===== src/rtl/dslope_pkg.sv =====
package dslope_pkg;

    typedef enum logic [2:0] {
        PH_HOLD = 3'd0,
        PH_AZ   = 3'd1,
        PH_SI   = 3'd2,
        PH_RI   = 3'd3,
        PH_IZ   = 3'd4
    } phase_e;

    function automatic int cnt_width(input int max_val);
        return (max_val < 2) ? 1 : $clog2(max_val + 1);
    endfunction

endpackage


===== src/rtl/dslope_bcd_counter.sv =====
module dslope_bcd_counter #(
    parameter int DIGITS = 5
) (
    input  logic                  clk,
    input  logic                  rst_n,
    input  logic                  clr_i,
    input  logic                  inc_i,
    output logic [4*DIGITS-1:0]   bcd_o
);
    logic [DIGITS:0] carry;

    assign carry[0] = inc_i;

    for (genvar d = 0; d < DIGITS; d++) begin : g_digit
        logic [3:0] dig;

        assign carry[d+1] = carry[d] && (dig == 4'd9);
        assign bcd_o[4*d +: 4] = dig;

        always_ff @(posedge clk or negedge rst_n) begin
            if (!rst_n) begin
                dig <= 4'd0;
            end else if (clr_i) begin
                dig <= 4'd0;
            end else if (carry[d]) begin
                dig <= (dig == 4'd9) ? 4'd0 : dig + 4'd1;
            end
        end

        AST_BCD_DIGIT: assert property (@(posedge clk) disable iff (!rst_n)
            dig <= 4'd9);
    end

endmodule


===== src/rtl/dslope_phase_ctrl.sv =====
module dslope_phase_ctrl
    import dslope_pkg::*;
#(
    parameter int SIG_LEN    = 10000,
    parameter int REF_LEN    = 20001,
    parameter int IZ_LEN     = 200,
    parameter int IZ_OVR_LEN = 6200,
    parameter int AZ_SINGLE  = 10001,
    parameter int CYCLE_LEN  = 40002,
    localparam int CW        = cnt_width(CYCLE_LEN),
    localparam int BW        = cnt_width(REF_LEN)
) (
    input  logic          clk,
    input  logic          rst_n,
    input  logic          cmp_i,
    input  logic          run_hold_i,
    output logic          sw_input_o,
    output logic          sw_refp_o,
    output logic          sw_refn_o,
    output logic          sw_az_o,
    output logic          sw_izero_o,
    output logic          busy_o,
    output logic          pol_o,
    output logic          cnt_clr_o,
    output logic          cnt_inc_o,
    output logic [BW-1:0] cnt_bin_o,
    output logic          load_o,
    output logic          ovr_pend_o,
    output logic          ri_start_o,
    output logic          si_start_o
);
    localparam logic [CW-1:0] SIG_LAST = CW'(SIG_LEN - 1);
    localparam logic [CW-1:0] REF_LAST = CW'(REF_LEN - 1);
    localparam logic [CW-1:0] IZ_LAST  = CW'(IZ_LEN - 1);
    localparam logic [CW-1:0] IZO_LAST = CW'(IZ_OVR_LEN - 1);
    localparam logic [CW-1:0] AZ_LAST  = CW'(AZ_SINGLE - 1);
    localparam logic [CW-1:0] CYC_LAST = CW'(CYCLE_LEN - 1);

    phase_e        state, next;
    logic [CW-1:0] ph_cnt;
    logic [CW-1:0] pos;
    logic          single_az;
    logic          cmp_q;
    logic          pol_q;
    logic          ovr_pend;
    logic          load_q;
    logic          rh_q;
    logic [BW-1:0] cnt_bin;
    logic          ri_cross;

    // next-state decision
    always_comb begin
        ri_cross = (state == PH_RI) && (ph_cnt != '0) && (cmp_q != pol_q);
        next = state;
        unique case (state)
            PH_HOLD: if (run_hold_i && !rh_q) next = PH_AZ;
            PH_AZ:   if (single_az ? (ph_cnt == AZ_LAST) : (pos == CYC_LAST)) next = PH_SI;
            PH_SI:   if (ph_cnt == SIG_LAST) next = PH_RI;
            PH_RI:   if (ri_cross || (ph_cnt == REF_LAST)) next = PH_IZ;
            PH_IZ:   if (ph_cnt == (ovr_pend ? IZO_LAST : IZ_LAST))
                         next = run_hold_i ? PH_AZ : PH_HOLD;
            default: next = PH_HOLD;
        endcase
    end

    // state register and phase bookkeeping
    always_ff @(posedge clk or negedge rst_n) begin
        if (!rst_n) begin
            state     <= PH_AZ;
            ph_cnt    <= '0;
            pos       <= '0;
            single_az <= 1'b1;
            cmp_q     <= 1'b0;
            pol_q     <= 1'b1;
            ovr_pend  <= 1'b0;
            load_q    <= 1'b0;
            rh_q      <= 1'b0;
            cnt_bin   <= '0;
        end else begin
            state  <= next;
            cmp_q  <= cmp_i;
            rh_q   <= run_hold_i;
            load_q <= (state == PH_RI) && (next == PH_IZ);

            if ((next != state) || (state == PH_HOLD)) ph_cnt <= '0;
            else                                      ph_cnt <= ph_cnt + 1'b1;

            if ((state == PH_AZ) && (next == PH_SI)) pos <= '0;
            else if (pos != CYC_LAST)                pos <= pos + 1'b1;

            if ((state == PH_HOLD) && (next == PH_AZ))    single_az <= 1'b1;
            else if ((state == PH_AZ) && (next == PH_SI)) single_az <= 1'b0;

            if ((state == PH_SI) && (next == PH_RI)) pol_q <= cmp_i;

            if ((state == PH_RI) && (next == PH_IZ)) ovr_pend <= !ri_cross;

            if ((state == PH_SI) && (next == PH_RI)) cnt_bin <= '0;
            else if (cnt_inc_o)                      cnt_bin <= cnt_bin + 1'b1;
        end
    end

    // outputs from state
    always_comb begin
        sw_input_o = (state == PH_SI);
        sw_refp_o  = (state == PH_RI) && pol_q;
        sw_refn_o  = (state == PH_RI) && !pol_q;
        sw_az_o    = (state == PH_AZ) || (state == PH_HOLD);
        sw_izero_o = (state == PH_IZ);
        busy_o     = (state == PH_SI) || (state == PH_RI);
        cnt_inc_o  = (state == PH_RI) && (ph_cnt != '0) && !ri_cross;
        ri_start_o = (state == PH_SI) && (next == PH_RI);
        si_start_o = (state == PH_AZ) && (next == PH_SI);
        cnt_clr_o  = ri_start_o;
        pol_o      = pol_q;
        load_o     = load_q;
        ovr_pend_o = ovr_pend;
        cnt_bin_o  = cnt_bin;
    end

    AST_SWITCH_ONEHOT: assert property (@(posedge clk) disable iff (!rst_n)
        $countones({sw_input_o, sw_refp_o, sw_refn_o, sw_az_o, sw_izero_o}) == 1);
    AST_BUSY_FROM_AZ: assert property (@(posedge clk) disable iff (!rst_n)
        $rose(busy_o) |-> $past(state) == PH_AZ);
    AST_SI_LENGTH: assert property (@(posedge clk) disable iff (!rst_n)
        $fell(state == PH_SI) |-> $past(ph_cnt) == SIG_LAST);
    AST_POL_AFTER_SI: assert property (@(posedge clk) disable iff (!rst_n)
        !$stable(pol_q) |-> $past(state) == PH_SI);
    AST_RI_BOUND: assert property (@(posedge clk) disable iff (!rst_n)
        (state == PH_RI) |-> ph_cnt <= REF_LAST);
    AST_HOLD_ENTRY: assert property (@(posedge clk) disable iff (!rst_n)
        $rose(state == PH_HOLD) |-> !$past(run_hold_i));

endmodule


===== src/rtl/dslope_result_reg.sv =====
module dslope_result_reg #(
    parameter int DIGITS = 5,
    parameter int BW     = 15,
    parameter int UR_LIM = 1800
) (
    input  logic                clk,
    input  logic                rst_n,
    input  logic                load_i,
    input  logic                ovr_pend_i,
    input  logic [BW-1:0]       cnt_bin_i,
    input  logic [4*DIGITS-1:0] bcd_i,
    input  logic                ri_start_i,
    input  logic                si_start_i,
    output logic [4*DIGITS-1:0] result_o,
    output logic                overrange_o,
    output logic                underrange_o
);
    localparam logic [BW-1:0] UR_V = BW'(UR_LIM);

    always_ff @(posedge clk or negedge rst_n) begin
        if (!rst_n) begin
            result_o     <= '0;
            overrange_o  <= 1'b0;
            underrange_o <= 1'b0;
        end else begin
            if (load_i) begin
                result_o     <= bcd_i;
                overrange_o  <= ovr_pend_i;
                underrange_o <= (cnt_bin_i <= UR_V);
            end else begin
                if (ri_start_i) overrange_o  <= 1'b0;
                if (si_start_i) underrange_o <= 1'b0;
            end
        end
    end

    AST_OVR_CLEARS: assert property (@(posedge clk) disable iff (!rst_n)
        ri_start_i |=> !overrange_o);
    AST_UND_CLEARS: assert property (@(posedge clk) disable iff (!rst_n)
        si_start_i |=> !underrange_o);

endmodule


===== src/rtl/dslope_sequencer.sv =====
module dslope_sequencer
    import dslope_pkg::*;
#(
    parameter int DIGITS     = 5,
    parameter int SIG_LEN    = 10000,
    parameter int REF_LEN    = 20001,
    parameter int IZ_LEN     = 200,
    parameter int IZ_OVR_LEN = 6200,
    parameter int AZ_SINGLE  = 10001,
    parameter int CYCLE_LEN  = 40002,
    parameter int UR_LIM     = 1800
) (
    input  logic                clk,
    input  logic                rst_n,
    input  logic                cmp_i,
    input  logic                run_hold_i,
    output logic                sw_input_o,
    output logic                sw_refp_o,
    output logic                sw_refn_o,
    output logic                sw_az_o,
    output logic                sw_izero_o,
    output logic                busy_o,
    output logic                polarity_o,
    output logic                overrange_o,
    output logic                underrange_o,
    output logic [4*DIGITS-1:0] result_bcd_o
);
    localparam int BW = cnt_width(REF_LEN);

    logic          cnt_clr, cnt_inc, load, ovr_pend, ri_start, si_start;
    logic [BW-1:0] cnt_bin;
    logic [4*DIGITS-1:0] bcd_live;

    dslope_phase_ctrl #(
        .SIG_LEN    (SIG_LEN),
        .REF_LEN    (REF_LEN),
        .IZ_LEN     (IZ_LEN),
        .IZ_OVR_LEN (IZ_OVR_LEN),
        .AZ_SINGLE  (AZ_SINGLE),
        .CYCLE_LEN  (CYCLE_LEN)
    ) u_ctrl (
        .clk        (clk),
        .rst_n      (rst_n),
        .cmp_i      (cmp_i),
        .run_hold_i (run_hold_i),
        .sw_input_o (sw_input_o),
        .sw_refp_o  (sw_refp_o),
        .sw_refn_o  (sw_refn_o),
        .sw_az_o    (sw_az_o),
        .sw_izero_o (sw_izero_o),
        .busy_o     (busy_o),
        .pol_o      (polarity_o),
        .cnt_clr_o  (cnt_clr),
        .cnt_inc_o  (cnt_inc),
        .cnt_bin_o  (cnt_bin),
        .load_o     (load),
        .ovr_pend_o (ovr_pend),
        .ri_start_o (ri_start),
        .si_start_o (si_start)
    );

    dslope_bcd_counter #(.DIGITS(DIGITS)) u_bcd (
        .clk   (clk),
        .rst_n (rst_n),
        .clr_i (cnt_clr),
        .inc_i (cnt_inc),
        .bcd_o (bcd_live)
    );

    dslope_result_reg #(.DIGITS(DIGITS), .BW(BW), .UR_LIM(UR_LIM)) u_res (
        .clk          (clk),
        .rst_n        (rst_n),
        .load_i       (load),
        .ovr_pend_i   (ovr_pend),
        .cnt_bin_i    (cnt_bin),
        .bcd_i        (bcd_live),
        .ri_start_i   (ri_start),
        .si_start_i   (si_start),
        .result_o     (result_bcd_o),
        .overrange_o  (overrange_o),
        .underrange_o (underrange_o)
    );

    AST_LOAD_AFTER_BUSY: assert property (@(posedge clk) disable iff (!rst_n)
        !$stable(result_bcd_o) |-> (!$past(busy_o) && $past(busy_o, 2)));
    AST_OVR_AFTER_BUSY: assert property (@(posedge clk) disable iff (!rst_n)
        $rose(overrange_o) |-> (!$past(busy_o) && $past(busy_o, 2)));

endmodule


===== config.mk =====
export PLATFORM = sky130hd
export DESIGN_NAME = dslope_sequencer
export DESIGN_NICKNAME = d
export VERILOG_FILES = /design/src/rtl/dslope_pkg.sv /design/src/rtl/dslope_bcd_counter.sv /design/src/rtl/dslope_phase_ctrl.sv /design/src/rtl/dslope_result_reg.sv /design/src/rtl/dslope_sequencer.sv
export SDC_FILE = /design/constraint.sdc
export NUM_CORES = 1
export LEC_CHECK = 0
export BUFFER_PORTS_ARGS = -buffer_cell sky130_fd_sc_hd__buf_4
export CAP_MARGIN = 40
export CORE_ASPECT_RATIO = 0.5
export CORE_MARGIN = 4
export CORE_UTILIZATION = 50
export CTS_CLUSTER_SIZE = 12
export DETAILED_ROUTE_END_ITERATION = 16
export PLACE_DENSITY_LB_ADDON = 0.2
export SKIP_CTS_REPAIR_TIMING = 1
export SYNTH_ARGS = -nofsm -noshare
export SYNTH_HDL_FRONTEND = slang
export SYNTH_HIERARCHICAL = 1
export SYNTH_SLANG_ARGS = --single-unit

===== constraint.sdc =====
create_clock -name clk -period 3.7 [get_ports clk]
set_input_delay 0.74 -clock clk [delete_from_list [all_inputs] [get_ports clk]]
set_output_delay 0.74 -clock clk [all_outputs]
set_load 0.02 [all_outputs]

== Word-level counts from Yosys, hierarchy flattened ==
Index checks and enable logic that the tools add are counted.
Word-level totals
  bits in registers: 98
  logic and storage cells: 114
Operators by class
  eq/ne operators: 21
  mux-type cells: 34
  reduce and logical (&&, ||, !) cells: 32
  magnitude comparators: 1
  $add $sub $neg: 8
Operators with widths (number)
  $mux W4: 15
  $mux W16: 3
  $add A16 B1 Y16 const B: 2
  $eq A16 B14 Y1 const B: 2
  $mux W15: 2
  $add A4 B1 Y4 const B: 5
  $eq A4 B4 Y1 const B: 5
  $reduce_bool A2 Y1: 9
  $eq A16 B15 Y1 const B: 1
  $eq A16 B16 Y1: 1
  $eq A16 B16 Y1 const B: 1
  $ne A16 B16 Y1 const B: 1
  $reduce_bool A16 Y1: 1
  $add A15 B1 Y15 const B: 1
  $le A15 B11 Y1 const B: 1
  $mux W3: 5
  $pmux W3 S5: 1
  $logic_and A1 B1 Y1: 14
  $mux W13: 1
  $eq A3 B2 Y1 const B: 4
  $mux W1: 7
  $eq A3 B1 Y1 const B: 2
  $eq A3 B3 Y1 const B: 2
  $logic_or A1 B1 Y1: 4
  4 further kinds: 6

== Logic depth before layout (Yosys ltp) ==
Gate-level depths: netlist of the first run.
  depth in word-level cells: 11
  depth in mapped cells: 11

== Modules after synthesis ==
Netlist of the first run, hierarchy kept.
By module, submodules not included
  dslope_phase_ctrl: sequential area each 1405.1 um2, cells an instance 330, area an instance 3176.8 um2, times used 1
  dslope_bcd_counter: sequential area each 500.5 um2, cells an instance 127, area an instance 1204.9 um2, times used 1
  dslope_result_reg: sequential area each 550.5 um2, cells an instance 55, area an instance 937.1 um2, times used 1

== Worst setup path before layout of the first run ==
Ideal clock, no wire load.
  path type: register to register
  start: reg u_ctrl.ph_cnt[4]
  end: reg u_bcd.g_digit[3].dig[0]
  library setup time: 121 ps
  setup slack: 1061 ps
  data arrival time: 2518 ps
  data required time: 3579 ps
  stages on the path, launching flop included: 11
  period minus slack after synthesis: 2639 ps
  buffers on the path: 2
  path through: dfrtp_1 buf_6 or4_4 or4_4 buf_6 nand2_1 inv_1 nand4b_2 nor3_2 xor2_1 and3b_2
On the way
  word-level cells in the longest chain between the ends: 9
  elaborated cells between the ends (all ways): 23
Ends and longest elaborated chain
  start: declaration: RTL line dslope_phase_ctrl.sv:40  | logic [CW-1:0] ph_cnt;
  start signal: assignment: RTL line dslope_phase_ctrl.sv:86  | else ph_cnt <= ph_cnt + 1'b1;
  $reduce_bool A16 Y1 *: RTL line dslope_phase_ctrl.sv:53, dslope_phase_ctrl.sv:111
  $logic_and A1 B1 Y1 *: RTL line dslope_phase_ctrl.sv:53, dslope_phase_ctrl.sv:111
  $logic_and A1 B1 Y1: RTL line dslope_phase_ctrl.sv:53  | ri_cross = (state == PH_RI) && (ph_cnt != '0) && (cmp_q != pol_q);
  $logic_not A1 Y1: RTL line dslope_phase_ctrl.sv:111  | cnt_inc_o = (state == PH_RI) && (ph_cnt != '0) && !ri_cross;
  $logic_and A1 B1 Y1 *: RTL line dslope_phase_ctrl.sv:111
  via cnt_inc: RTL line dslope_sequencer.sv:30  | logic cnt_clr, cnt_inc, load, ovr_pend, ri_start, si_start;
  $logic_and A1 B1 Y1 * (3 in series): RTL line dslope_bcd_counter.sv:17  | assign carry[d+1] = carry[d] && (dig == 4'd9);
  $reduce_bool A2 Y1 (no source line) *
  end signal: assignment: RTL line dslope_bcd_counter.sv:26  | dig <= (dig == 4'd9) ? 4'd0 : dig + 4'd1;
  end: declaration: RTL line dslope_bcd_counter.sv:15  | logic [3:0] dig;
The timed path passes the listed nets; every way through them passes the cells marked *.
A chain may end at the register's enable or synchronous reset.

== Worst setup path after layout of the first run ==
  start: reg u_ctrl.ph_cnt[3]
  end: reg u_bcd.g_digit[3].dig[0]
The elaborated chain is that of the path after synthesis.

==> impl_metrics.prom, run 1 <==
# TYPE chip_impl_metric gauge
chip_impl_info{name="run_status",value="finished, final reports clean"} 1
chip_impl_metric{name="grt_remaining_overflow",unit=""} 0
chip_impl_metric{name="synth_seq_area_share",unit="%"} 46.2
chip_impl_metric{name="postSynth.asyncResetShare",unit="%"} 100
chip_impl_metric{name="layout.area.seq",unit="µm²"} 2460
chip_impl_metric{name="syn2layout_area_growth",unit="%"} 11.8
chip_impl_info{name="worst_setup_path_start_kind",value="register"} 1
chip_impl_info{name="cpMaxStageDelayCell",value="or4_1"} 1
chip_impl_metric{name="share_of_final_layout_standard_cells_stronger_than_drive_strength_1",unit="%"} 19.3
chip_impl_metric{name="synth_warnings",unit=""} 6
chip_impl_metric{name="cts_buffers",unit=""} 9
chip_impl_metric{name="grt_antenna_before_repair",unit=""} 0
chip_impl_metric{name="synth_top_cell_area_share",unit="%"} 44.7
chip_impl_metric{name="post_synth_instance_area",unit="µm²"} 5320
chip_impl_metric{name="post_synthesis_register_bit_count",unit=""} 98
chip_impl_metric{name="place_congestion",unit=""} 0.830
chip_impl_metric{name="postRouteAntennaNets",unit=""} 0
chip_impl_metric{name="synthesized_netlist_net_count",unit=""} 531
chip_impl_metric{name="dp_hpwl",unit="µm"} 7240
chip_impl_metric{name="cellPowerDensity",unit="nW/µm²"} 392
chip_impl_metric{name="ff_to_ff_setup_slack",unit="ns"} 0.84
chip_impl_info{name="worst_path_cell_trace",value="or4_1, or4_4, nand2_1, inv_1, nand4b_2, nor3_2, xor2_1, and3b_2"} 1
chip_impl_metric{name="fin_worst_skew",unit="ns"} 0.00774
chip_impl_metric{name="rr_worst_depth",unit=""} 8
chip_impl_info{name="worst_path_dominant_cell_family",value="simple AND/OR/NAND/NOR gates"} 1
chip_impl_metric{name="floorplan.die.height",unit="µm"} 80.9
chip_impl_metric{name="drcViolationCount",unit=""} 0
chip_impl_metric{name="cts.path.max_buffers",unit=""} 2
chip_impl_info{name="clock-root-buffer",value="clkbuf_16"} 1
chip_impl_metric{name="critical_path_peak_fanout",unit=""} 8
chip_impl_metric{name="design.die.area",unit="µm²"} 12500
chip_impl_metric{name="layout_worst_path_cycle_share",unit="%"} 77.2
chip_impl_info{name="tritoncts",value="yes"} 1
chip_impl_metric{name="maximum_number_of_pins_on_one_net_before_global_route_repair",unit=""} 61
chip_impl_metric{name="finalHoldViolCount",unit=""} 0
chip_impl_metric{name="number_of_antenna_repair_diodes",unit=""} 0
chip_impl_metric{name="avgViaCountPerCell",unit=""} 5.61
chip_impl_metric{name="die_w",unit="µm"} 154
chip_impl_metric{name="numPortBuffers",unit=""} 32
chip_impl_metric{name="initialDrtViolationCount",unit=""} 203
chip_impl_metric{name="floorplan.initialDensity",unit="%"} 51.7
chip_impl_metric{name="p_leak",unit="nW"} 2.69
chip_impl_metric{name="crit_cells",unit=""} 8
chip_impl_info{name="hold_path_class",value="input port to async pin"} 1
chip_impl_metric{name="multiInputGateArea",unit="µm²"} 2620
chip_impl_metric{name="timing.fmax",unit="GHz"} 0.350
chip_impl_metric{name="clk-insertion-delay-late",unit="ns"} 0.34
chip_impl_info{name="grt_setup_unrepaired",value="no"} 1
chip_impl_metric{name="setup_tns",unit="ns"} 0
chip_impl_info{name="cell_type_with_the_highest_aggregate_area_in_the_netlist",value="dfrtp_1"} 1
chip_impl_metric{name="yosys.cell_types.count",unit=""} 64
chip_impl_metric{name="cap_viol_max_count",unit=""} 0
chip_impl_metric{name="irDropWorstVdd",unit="V"} 0.000204
chip_impl_metric{name="grt_pass1_vias",unit=""} 3697
chip_impl_metric{name="n_fill_cell",unit=""} 907
chip_impl_metric{name="cts_htree_levels",unit=""} 3
chip_impl_metric{name="drtPass1Iterations",unit=""} 4
chip_impl_metric{name="grt_pass1_wl",unit="µm"} 18200
chip_impl_info{name="netlist_top_cells_area",value="dfrtp_1 (45%), mux2_4 (4.2%), nor2_1 (3.8%), xor2_1 (3.6%), ha_1 (3.5%)"} 1
chip_impl_metric{name="finalSetupViolCount",unit=""} 0
chip_impl_metric{name="final_nets",unit=""} 557
chip_impl_metric{name="maxSlewViolCount",unit=""} 0
chip_impl_metric{name="max_slew.worst_pin.slew",unit="ns"} 0.854
chip_impl_metric{name="finalCoreUtilization",unit="%"} 57.8
chip_impl_info{name="worstSetupPathType",value="register to register"} 1
chip_impl_info{name="regToRegStartpoint",value="u_ctrl/ph_cnt[3]"} 1
chip_impl_metric{name="placementRows",unit=""} 26
chip_impl_metric{name="synth_instances",unit=""} 512
chip_impl_metric{name="vias",unit=""} 3834
chip_impl_metric{name="critPathMaxStageDelay",unit="ns"} 0.67
chip_impl_metric{name="grt_use_total",unit="%"} 18.0
chip_impl_metric{name="clkTransAtPathRegs",unit="ns"} 0.07
chip_impl_info{name="synth-main-ff-cell",value="dfrtp_1"} 1
chip_impl_metric{name="number_of_sinks_on_the_clock_net",unit=""} 98
chip_impl_metric{name="ioPinCount",unit=""} 33
chip_impl_metric{name="relative_max_transition_margin",unit="%"} 42.3
chip_impl_metric{name="core_area",unit="µm²"} 10300
chip_impl_metric{name="wire_per_inst",unit="µm"} 15.5
chip_impl_info{name="worstSetupEndpointType",value="register"} 1
chip_impl_metric{name="arrival",unit="ns"} 3.09
chip_impl_metric{name="synthesis.area_per_instance",unit="µm²"} 10.4
chip_impl_info{name="worst_r2r_endpoint",value="u_bcd/g_digit[3].dig[0]"} 1
chip_impl_metric{name="synth-edff-count",unit=""} 0
chip_impl_metric{name="fin_crit",unit="ns"} 2.86
chip_impl_metric{name="worstPathBufferInverterCount",unit=""} 1
chip_impl_metric{name="drt_wl_total",unit="µm"} 10600
chip_impl_metric{name="critPathRequiredTime",unit="ns"} 3.93
power by group:
group	leakage (nW)	internal (mW)	switching, mW	total, mW
sequential	1.33	1.10	0.0467	1.15
combinational	1.21	0.0903	0.134	0.225
clock	0.146	0.546	0.408	0.955
total	2.69	1.74	0.589	2.33
logic make-up after synthesis:
kind of cell / after synthesis / synth area share, %
mux: 24 / 6.07
fa+ha+maj: 15 / 3.53
buf+inv: 42 / 4.49
flops: 98 / 46.2
xor+xnor: 41 / 6.75
compound gates: 60 / 7.50
simple gates: 232 / 25.5
flip-flops by register name, indices dropped and copies added, names as in the netlist:
| name | count |
|---|---|
| u_bcd/g_digit.dig | 20 |
| u_ctrl/ovr_pend_o | 1 |
| u_res/overrange_o | 1 |
| u_res/underrange_o | 1 |
| u_res/result_o | 20 |
| u_ctrl/cnt_bin_o | 15 |
| u_ctrl/single_az | 1 |
| u_ctrl/cmp_q | 1 |
| u_ctrl/load_o | 1 |
| u_ctrl/pol_o | 1 |
| u_ctrl/pos | 16 |
| u_ctrl/state | 3 |
| u_ctrl/ph_cnt | 16 |
| u_ctrl/rh_q | 1 |
synth_stat cells, types with 7 or more instances:
master	instances
o21ai_0	12
mux2_4	15
inv_1	17
nand3_1	22
nand2_1	34
nor4_1	9
nand4_1	14
nor2_1	54
a21oi_1	23
and3_1	7
xor2_1	22
dfrtp_1	95
nor3_2	11
ha_1	15
clkbuf_1	11
or3_1	15
xnor2_1	19
nor3_1	17
stage by stage:
stage                     setup WS [ns]  cell area, µm²  cells  total power, mW  hold WS, ns
after global placement            0.912            5610    666             1.39        0.493
after detailed placement          0.858            5640    667             1.40        0.496
after CTS                         0.844            5950    683             2.36        0.258
after global routing              0.688            5950    683             2.43        0.260
final                             0.843            5950    683             2.33        0.254
after floorplan                    1.06            5320    512             1.34        0.444
placed cells by master (no fill, tap or decap), types with 6 or more instances in the layout:
cell type,Yosys,final
dfrtp_1,95,95
nor2_1,54,54
buf_4,3,39
nand2_1,34,34
a21oi_1,23,23
nand3_1,22,22
xor2_1,22,22
xnor2_1,19,19
inv_1,17,17
nor3_1,17,17
or3_1,15,15
ha_1,15,15
mux2_4,15,15
nand4_1,14,14
o21ai_0,12,12
nor3_2,11,11
clkbuf_16,0,9
nor4_1,9,9
and3_1,7,7
nand3b_1,6,6
and2_1,6,6
mux2_2,6,6
how the worst max path moves through the flow:
stage	start	end
after floorplan	u_ctrl/ph_cnt[4]	u_bcd/g_digit[3].dig[0]
after global placement	u_ctrl/pos[1]	u_ctrl/ph_cnt[3]
after global routing	u_ctrl/ph_cnt[0]	u_bcd/g_digit[3].dig[0]
final	u_ctrl/ph_cnt[3]	u_bcd/g_digit[3].dig[0]
after CTS	u_ctrl/pos[1]	u_ctrl/ph_cnt[4]
after detailed placement	u_ctrl/pos[1]	u_ctrl/ph_cnt[4]
area by class of cell:
type	instances	share of cell area, %
Timing Repair Buffer	40	5.39
Inverter	17	1.07
Tap cell	140	2.95
Clock buffer	11	4.08
Clock inverter	5	1.07
Sequential cell	98	41.3
Multi-Input combinational cell	372	44.1
layer usage:
| layer | part of all wire (%) | vias up | track usage [%] |
|---|---|---|---|
| met5 | 0 | - | 0 |
| li1 | - | 1867 | - |
| met1 | 50 | 1891 | 24.6 |
| met4 | 1.2 | 0 | 5.02 |
| met3 | 3.8 | 13 | 4.47 |
| met2 | 45 | 63 | 29.0 |
(Power assumes the default switching activity.)
==> run 2, diff against run 1 <==
--- a/config.mk
+++ b/config.mk
@@ -5,6 +5,7 @@
 export SDC_FILE = /design/constraint.sdc
 export NUM_CORES = 1
 export LEC_CHECK = 0
+export ABC_AREA = 1
 export BUFFER_PORTS_ARGS = -buffer_cell sky130_fd_sc_hd__buf_4
 export CAP_MARGIN = 40
 export CORE_ASPECT_RATIO = 0.5
==> constraint.sdc (replaced) <==
create_clock -name clk -period 2.5 [get_ports clk]
set_input_delay 0.5 -clock clk [delete_from_list [all_inputs] [get_ports clk]]
set_output_delay 0.5 -clock clk [all_outputs]
set_load 0.02 [all_outputs]
==> run 2 against run 1 <==
  * Via count rose by 13%
  * Largest cell class unchanged
  * First-iteration DRC count up 36%
  * Die area grew 3.2%
  * Flip-flop and latch count did not move
  * Critical path depth down 4
  * Final area is 3.6% higher
  * Synthesized area increased by 3.5%
  * Hold slack lost 0.093 ns
  * Critical path type is now register to output pin
  * Sequential power is 38% higher
==> impl_metrics.prom, run 2 <==
# TYPE chip_impl_metric gauge
chip_impl_metric{name="synth_seq_area_share",unit="%"} 44.6
chip_impl_metric{name="maximum_number_of_pins_on_one_net_before_global_route_repair",unit=""} 45
chip_impl_metric{name="critPathRequiredTime",unit="ns"} 2.00
chip_impl_info{name="commonest_cells_after_routing_fill_and_taps_aside",value="nand2_1 (175), dfrtp_1 (95), nor2_1 (94)"} 1
chip_impl_metric{name="number_of_antenna_repair_diodes",unit=""} 0
chip_impl_metric{name="int_power",unit="mW"} 2.40
chip_impl_metric{name="layout_worst_path_cycle_share",unit="%"} 88.7
chip_impl_metric{name="pwr-share-clk",unit="%"} 46.2
chip_impl_metric{name="synthesized_netlist_net_count",unit=""} 700
chip_impl_metric{name="arrival",unit="ns"} 1.72
chip_impl_info{name="worst_setup_path_start_kind",value="register"} 1
chip_impl_metric{name="timing.fmax",unit="GHz"} 0.451
chip_impl_metric{name="setup_tns",unit="ns"} 0
chip_impl_metric{name="irDropWorstVdd",unit="V"} 0.000413
chip_impl_info{name="clock-root-buffer",value="clkbuf_16"} 1
chip_impl_metric{name="final.setup.worst_slack",unit="ns"} 0.282
chip_impl_metric{name="synthesis.area_per_instance",unit="µm²"} 8.08
chip_impl_metric{name="avgViaCountPerCell",unit=""} 5.06
chip_impl_metric{name="cts.path.max_buffers",unit=""} 2
chip_impl_info{name="synth_commonest_cells",value="nand2_1 (175), dfrtp_1 (95), nor2_1 (94)"} 1
chip_impl_metric{name="synth_top_cell_area_share",unit="%"} 43.2
chip_impl_metric{name="preCtsSetupSlack",unit="ns"} 0.405
chip_impl_metric{name="synth_area_in_simple_gates",unit="%"} 35.3
chip_impl_metric{name="postRouteAntennaNets",unit=""} 0
chip_impl_metric{name="yosys.cell_types.count",unit=""} 41
chip_impl_metric{name="place_congestion",unit=""} 0.817
chip_impl_metric{name="finalCoreUtilization",unit="%"} 58.8
chip_impl_metric{name="clk-insertion-delay-late",unit="ns"} 0.34
chip_impl_metric{name="post_synthesis_register_bit_count",unit=""} 98
chip_impl_metric{name="grt_use_total",unit="%"} 18.2
chip_impl_metric{name="p_sw",unit="µW"} 629
chip_impl_metric{name="synth_xor_xnor_area_share",unit="%"} 5.73
chip_impl_metric{name="critPathMaxStageDelay",unit="ns"} 0.60
chip_impl_metric{name="wire_per_inst",unit="µm"} 12.5
chip_impl_metric{name="netSwitchingFraction",unit="%"} 20.8
chip_impl_metric{name="floorplan.die.height",unit="µm"} 82.2
chip_impl_metric{name="design.die.area",unit="µm²"} 12800
chip_impl_metric{name="grt_remaining_overflow",unit=""} 0
chip_impl_metric{name="grt_pass1_wl",unit="µm"} 19100
chip_impl_metric{name="fin_worst_skew",unit="ns"} 0.00928
chip_impl_metric{name="detailed_place.area",unit="µm²"} 5860
chip_impl_metric{name="drtPass1Iterations",unit=""} 5
chip_impl_metric{name="cap_viol_max_count",unit=""} 0
chip_impl_metric{name="synth_instances",unit=""} 681
chip_impl_metric{name="synth_warnings",unit=""} 6
chip_impl_metric{name="number_of_sinks_on_the_clock_net",unit=""} 98
chip_impl_metric{name="placementRows",unit=""} 26
chip_impl_info{name="cpMaxStageDelayCell",value="dfstp_2"} 1
chip_impl_metric{name="final_nets",unit=""} 735
chip_impl_metric{name="finalHoldViolCount",unit=""} 0
chip_impl_metric{name="cts_htree_levels",unit=""} 3
chip_impl_info{name="layout_commonest_cell",value="nand2_1"} 1
chip_impl_metric{name="grt_antenna_before_repair",unit=""} 0
chip_impl_info{name="synth-main-ff-cell",value="dfrtp_1"} 1
chip_impl_metric{name="power.share.sequential",unit="%"} 52.4
chip_impl_metric{name="initialDrtViolationCount",unit=""} 276
chip_impl_metric{name="synth_compound_area_share",unit="%"} 3.93
chip_impl_metric{name="cts_buffers",unit=""} 9
chip_impl_metric{name="drcViolationCount",unit=""} 0
chip_impl_info{name="worst_path_dominant_cell_family",value="flip-flops"} 1
chip_impl_metric{name="core_area",unit="µm²"} 10500
chip_impl_metric{name="critical_path_peak_fanout",unit=""} 6
chip_impl_info{name="run_status",value="finished, final reports clean"} 1
chip_impl_metric{name="ioPinCount",unit=""} 33
chip_impl_metric{name="muxShareOfSynthArea",unit="%"} 0
chip_impl_metric{name="syn2layout_area_growth",unit="%"} 12.0
chip_impl_info{name="combinational_family_with_the_most_area_after_synthesis",value="simple AND/OR/NAND/NOR gates"} 1
chip_impl_metric{name="floorplan.initialDensity",unit="%"} 52.5
chip_impl_metric{name="grt_pass1_vias",unit=""} 4120
chip_impl_metric{name="max_slew.worst_pin.slew",unit="ns"} 0.584
chip_impl_metric{name="drt_wl_total",unit="µm"} 10800
chip_impl_metric{name="cellPowerDensity",unit="nW/µm²"} 491
chip_impl_metric{name="relative_max_transition_margin",unit="%"} 61.1
chip_impl_info{name="worstSetupEndpointType",value="output pin"} 1
chip_impl_metric{name="p_leak",unit="nW"} 3.08
chip_impl_metric{name="post_synth_instance_area",unit="µm²"} 5500
chip_impl_metric{name="share_of_final_layout_standard_cells_stronger_than_drive_strength_1",unit="%"} 16.1
chip_impl_info{name="netlist_top_cells_area",value="dfrtp_1 (43%), nand2_1 (12%), nor2_1 (6.4%), inv_1 (4.4%), xor2_1 (4.3%)"} 1
chip_impl_metric{name="final_cell_area",unit="µm²"} 6160
chip_impl_metric{name="clkTransAtPathRegs",unit="ns"} 0.07
chip_impl_metric{name="worstPathBufferInverterCount",unit=""} 2
chip_impl_metric{name="vias",unit=""} 4349
chip_impl_metric{name="synthAdderAreaFrac",unit="%"} 3.41
chip_impl_metric{name="synth-edff-count",unit=""} 0
chip_impl_info{name="cell_type_with_the_highest_aggregate_area_in_the_netlist",value="dfrtp_1"} 1
chip_impl_info{name="tritoncts",value="yes"} 1
chip_impl_metric{name="die_w",unit="µm"} 156
chip_impl_metric{name="finalSetupViolCount",unit=""} 0
chip_impl_info{name="synth_most_common_cell",value="nand2_1"} 1
chip_impl_metric{name="numPortBuffers",unit=""} 32
chip_impl_metric{name="fin_crit",unit="ns"} 2.22
chip_impl_metric{name="maxSlewViolCount",unit=""} 0
chip_impl_metric{name="power.combinational.fraction",unit="%"} 1.3
chip_impl_metric{name="worst_hold_slack",unit="ns"} 0.162
chip_impl_info{name="hold_path_class",value="input port to async pin"} 1
chip_impl_metric{name="postSynth.asyncResetShare",unit="%"} 100
chip_impl_metric{name="dp_hpwl",unit="µm"} 7770
chip_impl_info{name="grt_setup_unrepaired",value="no"} 1
chip_impl_info{name="worstSetupPathType",value="register to output pin"} 1
chip_impl_info{name="largest_registers",value="u_bcd/g_digit.dig: 20 flops, u_res/result_o: 20 flops"} 1
chip_impl_info{name="worst_path_cell_trace",value="inv_1, nor3_1, or2_2, buf_4"} 1
-- run 2: cell types whose count changed after synthesis, sizes merged, moves of 6 or more --
cell / change
and2: -7
inv: +57
and3b: -6
nor4: -7
clkbuf: -12
xnor2: -10
a21oi: -11
or4: -6
nand2: +150
o21ai: +6
or3: -15
nor2: +69
mux2: -21
nand3: +24
-- run 2: worst reg2reg max path: cells and delay by family, from the launching register on --
family | cells | cell delay (ns)
buffers and inverters | 1 | 0.06
flip-flops | 1 | 0.60
AND/OR/NAND/NOR | 10 | 1.35
-- run 2: worst paths after layout --
check | start | end | slack, ns | cells past startpoint
worst min-delay path | rst_n | u_ctrl/pos[6] | 0.16 | 1
min in group clk | cmp_i | u_ctrl/cmp_q | 0.28 | 1
max in group asynchronous | rst_n | u_bcd/g_digit[2].dig[3] | 1.63 | 2
worst max register to register | u_ctrl/state[0] | u_bcd/g_digit[3].dig[3] | 0.41 | 11
worst min register to register | u_ctrl/rh_q | u_ctrl/single_az | 0.44 | 1
worst max-delay path | u_ctrl/state[0] | sw_az_o | 0.28 | 4
-- run 2: power by group through the flow --
| stage | combinational (mW) | clock (mW) | sequential, mW |
|---|---|---|---|
| 2_1_floorplan | 0.00124 | 0 | 1.62 |
| 3_3_place_gp | 0.0432 | 0 | 1.62 |
| 3_5_place_dp | 0.0437 | 0 | 1.62 |
| 4_1_cts | 0.0438 | 1.45 | 1.59 |
| 5_1_grt | 0.0494 | 1.52 | 1.59 |
| 6_report | 0.0402 | 1.40 | 1.59 |
-- run 2: cells by family (layout without fill, tap and decap cells) --
logic type                 count (synthesis)  after routing
AOI/OAI and AO/OA                         38             38
and+or+nand+nor                          407            407
buffers and inverters                     87            126
DFF                                       98             98
xor gates and xnor gates                  36             36
adders and majority gates                 15             15
-- run 2: layer usage --
layer / wire length [µm] / up-vias / part of all wire [%] / track usage, %
met5: 0 / - / 0 / 0
met3: 527 / 16 / 4.9 / 4.32
met2: 4750 / 87 / 44 / 29.4
met1: 5360 / 2018 / 50 / 24.9
met4: 139 / 0 / 1.3 / 5.28
li1: - / 2228 / - / -
-- run 2: per-stage QoR --
step,std cells,total power [mW]
floorplan,681,1.62
global placement,845,1.66
detailed placement,845,1.66
CTS,860,3.08
global route,860,3.15
finish,860,3.03
-- run 2: area by class of cell --
type | instances | area [µm²]
clock buffers | 10 | 239
clock inverters | 5 | 63.8
fillers | 950 | 4310
inverters | 75 | 283
multi-input cells | 496 | 2660
flip-flops and latches | 98 | 2460
well taps | 140 | 175
repair buffers | 36 | 283
==> run 3, diff against run 2 <==
--- a/config.mk
+++ b/config.mk
@@ -5,15 +5,17 @@
 export SDC_FILE = /design/constraint.sdc
 export NUM_CORES = 1
 export LEC_CHECK = 0
-export ABC_AREA = 1
 export BUFFER_PORTS_ARGS = -buffer_cell sky130_fd_sc_hd__buf_4
 export CAP_MARGIN = 40
+export CELL_PAD_IN_SITES_DETAIL_PLACEMENT = 1
+export CELL_PAD_IN_SITES_GLOBAL_PLACEMENT = 1
 export CORE_ASPECT_RATIO = 0.5
 export CORE_MARGIN = 4
-export CORE_UTILIZATION = 50
+export CORE_UTILIZATION = 44
 export CTS_CLUSTER_SIZE = 12
 export DETAILED_ROUTE_END_ITERATION = 16
 export PLACE_DENSITY_LB_ADDON = 0.2
+export REMOVE_ABC_BUFFERS = 1
 export SKIP_CTS_REPAIR_TIMING = 1
 export SYNTH_ARGS = -nofsm -noshare
 export SYNTH_HDL_FRONTEND = slang
==> run 3 against run 2 <==
  * Die area grew 9.1%
  * Total power up 21%
  * Cell count is 12% lower
  * Critical path type is now register to register
  * Hold slack worse by 0.016 ns
  * Core utilization shrank 4.1 points
  * Via count is 5.0% lower
==> impl_metrics.prom, run 3 (synthesis results as in run 1) <==
# TYPE chip_impl_metric gauge
chip_impl_info{name="run_status",value="finished, final reports clean"} 1
chip_impl_metric{name="critical_path_peak_fanout",unit=""} 9
chip_impl_metric{name="placementRows",unit=""} 28
chip_impl_metric{name="p_sw",unit="µW"} 974
chip_impl_info{name="grt_setup_unrepaired",value="yes"} 1
chip_impl_metric{name="finalSetupViolCount",unit=""} 0
chip_impl_metric{name="detailed_place.area",unit="µm²"} 6040
chip_impl_metric{name="power.total",unit="mW"} 3.66
chip_impl_info{name="highest_metal_layer_with_signal_wires",value="met4"} 1
chip_impl_metric{name="clkTransAtPathRegs",unit="ns"} 0.07
chip_impl_metric{name="n_fill_cell",unit=""} 1333
chip_impl_metric{name="final_cell_area",unit="µm²"} 6460
chip_impl_metric{name="drt_wl_total",unit="µm"} 13200
chip_impl_info{name="tritoncts",value="yes"} 1
chip_impl_metric{name="relative_max_transition_margin",unit="%"} 63.6
chip_impl_metric{name="grt_remaining_overflow",unit=""} 0
chip_impl_metric{name="setup_tns",unit="ns"} 0
chip_impl_metric{name="floorplan.initialDensity",unit="%"} 45.1
chip_impl_metric{name="int_power",unit="mW"} 2.68
chip_impl_info{name="worst_setup_path_start_kind",value="register"} 1
chip_impl_metric{name="die_w",unit="µm"} 163
chip_impl_metric{name="avgViaCountPerCell",unit=""} 5.43
chip_impl_metric{name="cellPowerDensity",unit="nW/µm²"} 566
chip_impl_metric{name="core_area",unit="µm²"} 11800
chip_impl_metric{name="cts.path.max_buffers",unit=""} 2
chip_impl_metric{name="wl_met1",unit="µm"} 6380
chip_impl_metric{name="fin_crit",unit="ns"} 2.47
chip_impl_metric{name="fin_worst_skew",unit="ns"} 0.0122
chip_impl_metric{name="grt_antenna_before_repair",unit=""} 0
chip_impl_info{name="worstSetupEndpointType",value="register"} 1
chip_impl_metric{name="cts_htree_levels",unit=""} 3
chip_impl_metric{name="power.combinational.fraction",unit="%"} 15.5
chip_impl_metric{name="met2WireLength",unit="µm"} 6450
chip_impl_metric{name="arrival",unit="ns"} 2.70
chip_impl_metric{name="initialDrtViolationCount",unit=""} 292
chip_impl_metric{name="layout_worst_path_cycle_share",unit="%"} 98.8
chip_impl_metric{name="drcViolationCount",unit=""} 0
chip_impl_metric{name="pwr-share-clk",unit="%"} 38.9
chip_impl_metric{name="cts_buffers",unit=""} 9
chip_impl_info{name="largest_registers",value="u_bcd/g_digit.dig: 20 flops, u_res/result_o: 20 flops"} 1
chip_impl_metric{name="grt_use_total",unit="%"} 20.0
chip_impl_info{name="hold_path_class",value="input port to async pin"} 1
chip_impl_info{name="commonest_cells_after_routing_fill_and_taps_aside",value="dfrtp_1 (95), buf_4 (88), nor2_1 (54)"} 1
chip_impl_metric{name="timing.fmax",unit="GHz"} 0.405
chip_impl_metric{name="maximum_number_of_pins_on_one_net_before_global_route_repair",unit=""} 43
chip_impl_metric{name="number_of_antenna_repair_diodes",unit=""} 0
chip_impl_metric{name="share_of_final_layout_standard_cells_stronger_than_drive_strength_1",unit="%"} 28.9
chip_impl_info{name="clock-root-buffer",value="clkbuf_16"} 1
chip_impl_metric{name="max_slew.worst_pin.slew",unit="ns"} 0.546
chip_impl_metric{name="numPortBuffers",unit=""} 32
chip_impl_metric{name="wire_per_inst",unit="µm"} 17.3
chip_impl_metric{name="syn2layout_area_growth",unit="%"} 21.4
chip_impl_metric{name="clk-insertion-delay-late",unit="ns"} 0.35
chip_impl_metric{name="maxSlewViolCount",unit=""} 0
chip_impl_metric{name="rr_worst_depth",unit=""} 9
chip_impl_metric{name="dp_hpwl",unit="µm"} 9260
chip_impl_info{name="layout_commonest_cell",value="dfrtp_1"} 1
chip_impl_metric{name="irDropWorstVdd",unit="V"} 0.000268
chip_impl_metric{name="design.die.area",unit="µm²"} 14000
chip_impl_metric{name="postRouteAntennaNets",unit=""} 0
chip_impl_metric{name="netSwitchingFraction",unit="%"} 26.6
chip_impl_metric{name="vias",unit=""} 4130
chip_impl_info{name="worstSetupPathType",value="register to register"} 1
chip_impl_metric{name="finalHoldViolCount",unit=""} 0
chip_impl_metric{name="power.share.sequential",unit="%"} 45.5
chip_impl_metric{name="cap_viol_max_count",unit=""} 0
chip_impl_metric{name="final_nets",unit=""} 609
chip_impl_metric{name="critPathRequiredTime",unit="ns"} 2.73
chip_impl_metric{name="wl_met3",unit="µm"} 248
chip_impl_metric{name="grt_pass1_vias",unit=""} 4405
chip_impl_metric{name="number_of_sinks_on_the_clock_net",unit=""} 98
chip_impl_metric{name="floorplan.die.height",unit="µm"} 85.7
chip_impl_metric{name="p_leak",unit="nW"} 2.98
chip_impl_metric{name="place_congestion",unit=""} 0.840
chip_impl_metric{name="ioPinCount",unit=""} 33
chip_impl_metric{name="grt_pass1_wl",unit="µm"} 22500
chip_impl_metric{name="drtPass1Iterations",unit=""} 4
-- run 3: cell count changes in the layout (fill, tap and decap cells not counted), sizes merged, moves of 11 or more --
| cell | before | now |
|---|---|---|
| a21oi | 12 | 23 |
| buf | 36 | 92 |
| inv | 75 | 20 |
| mux2 | 0 | 21 |
| nand2 | 184 | 34 |
| nand3 | 46 | 22 |
| nor2 | 124 | 55 |
| or3 | 0 | 15 |
-- run 3: final timing paths --
path,slack (ns),startpoint,endpoint
max,0.03,u_ctrl/ph_cnt[0],u_ctrl/ph_cnt[15]
min,0.15,rst_n,u_bcd/g_digit[3].dig[3]
max reg2reg,0.03,u_ctrl/ph_cnt[0],u_ctrl/ph_cnt[15]
min reg2reg,0.51,u_res/result_o[19],u_res/result_o[19]
max in group asynchronous,1.63,rst_n,u_ctrl/state[0]
min in group clk,0.28,cmp_i,u_ctrl/cmp_q
-- run 3: critical path: stages (launching register included) --
cell      delay [ns]
dfrtp_1         0.38
inv_1           0.07
ha_2            0.18
or4b_4          0.47
buf_4           0.17
nor3_2          0.26
a211oi_1        0.18
a211oi_4        0.39
buf_12          0.19
nor3_1          0.05
-- run 3: per-layer routing --
layer,vias to the layer above,global-route usage (%)
li1,1974,-
met1,2118,26.8
met2,31,34.1
met3,7,3.89
met4,0,4.26
met5,-,0
-- run 3: power by group through the flow --
stage	clock network [mW]	logic (mW)	registers [mW]
after floorplan	0	0.221	1.71
after global placement	0	0.487	1.69
after detailed placement	0	0.505	1.69
after CTS	1.47	0.514	1.66
after global routing	1.54	0.623	1.67
final	1.42	0.568	1.67
-- run 3: layout make-up --
cell class	count	area, µm²	area share, %
Multi-Input combinational cell	372	2700	41.8
Tap cell	165	206	3.20
Clock buffer	10	229	3.55
Inverter	17	63.8	0.988
Timing Repair Buffer	92	732	11.3
Clock inverter	6	71.3	1.10
Sequential cell	98	2460	38.0
-- run 3: through the flow --
| stage | hold slack, ns | setup slack [ns] | std cells | util [%] |
|---|---|---|---|---|
| finish | 0.145 | 0.0307 | 760 | 54.7 |
| global route | 0.174 | -0.0906 | 760 | 54.7 |
| CTS | 0.151 | -0.112 | 755 | 53.7 |
| detailed placement | 0.495 | -0.0340 | 739 | 51.2 |
| global placement | 0.491 | 0.0172 | 739 | 51.2 |
| floorplan | 0.204 | -0.239 | 487 | - |
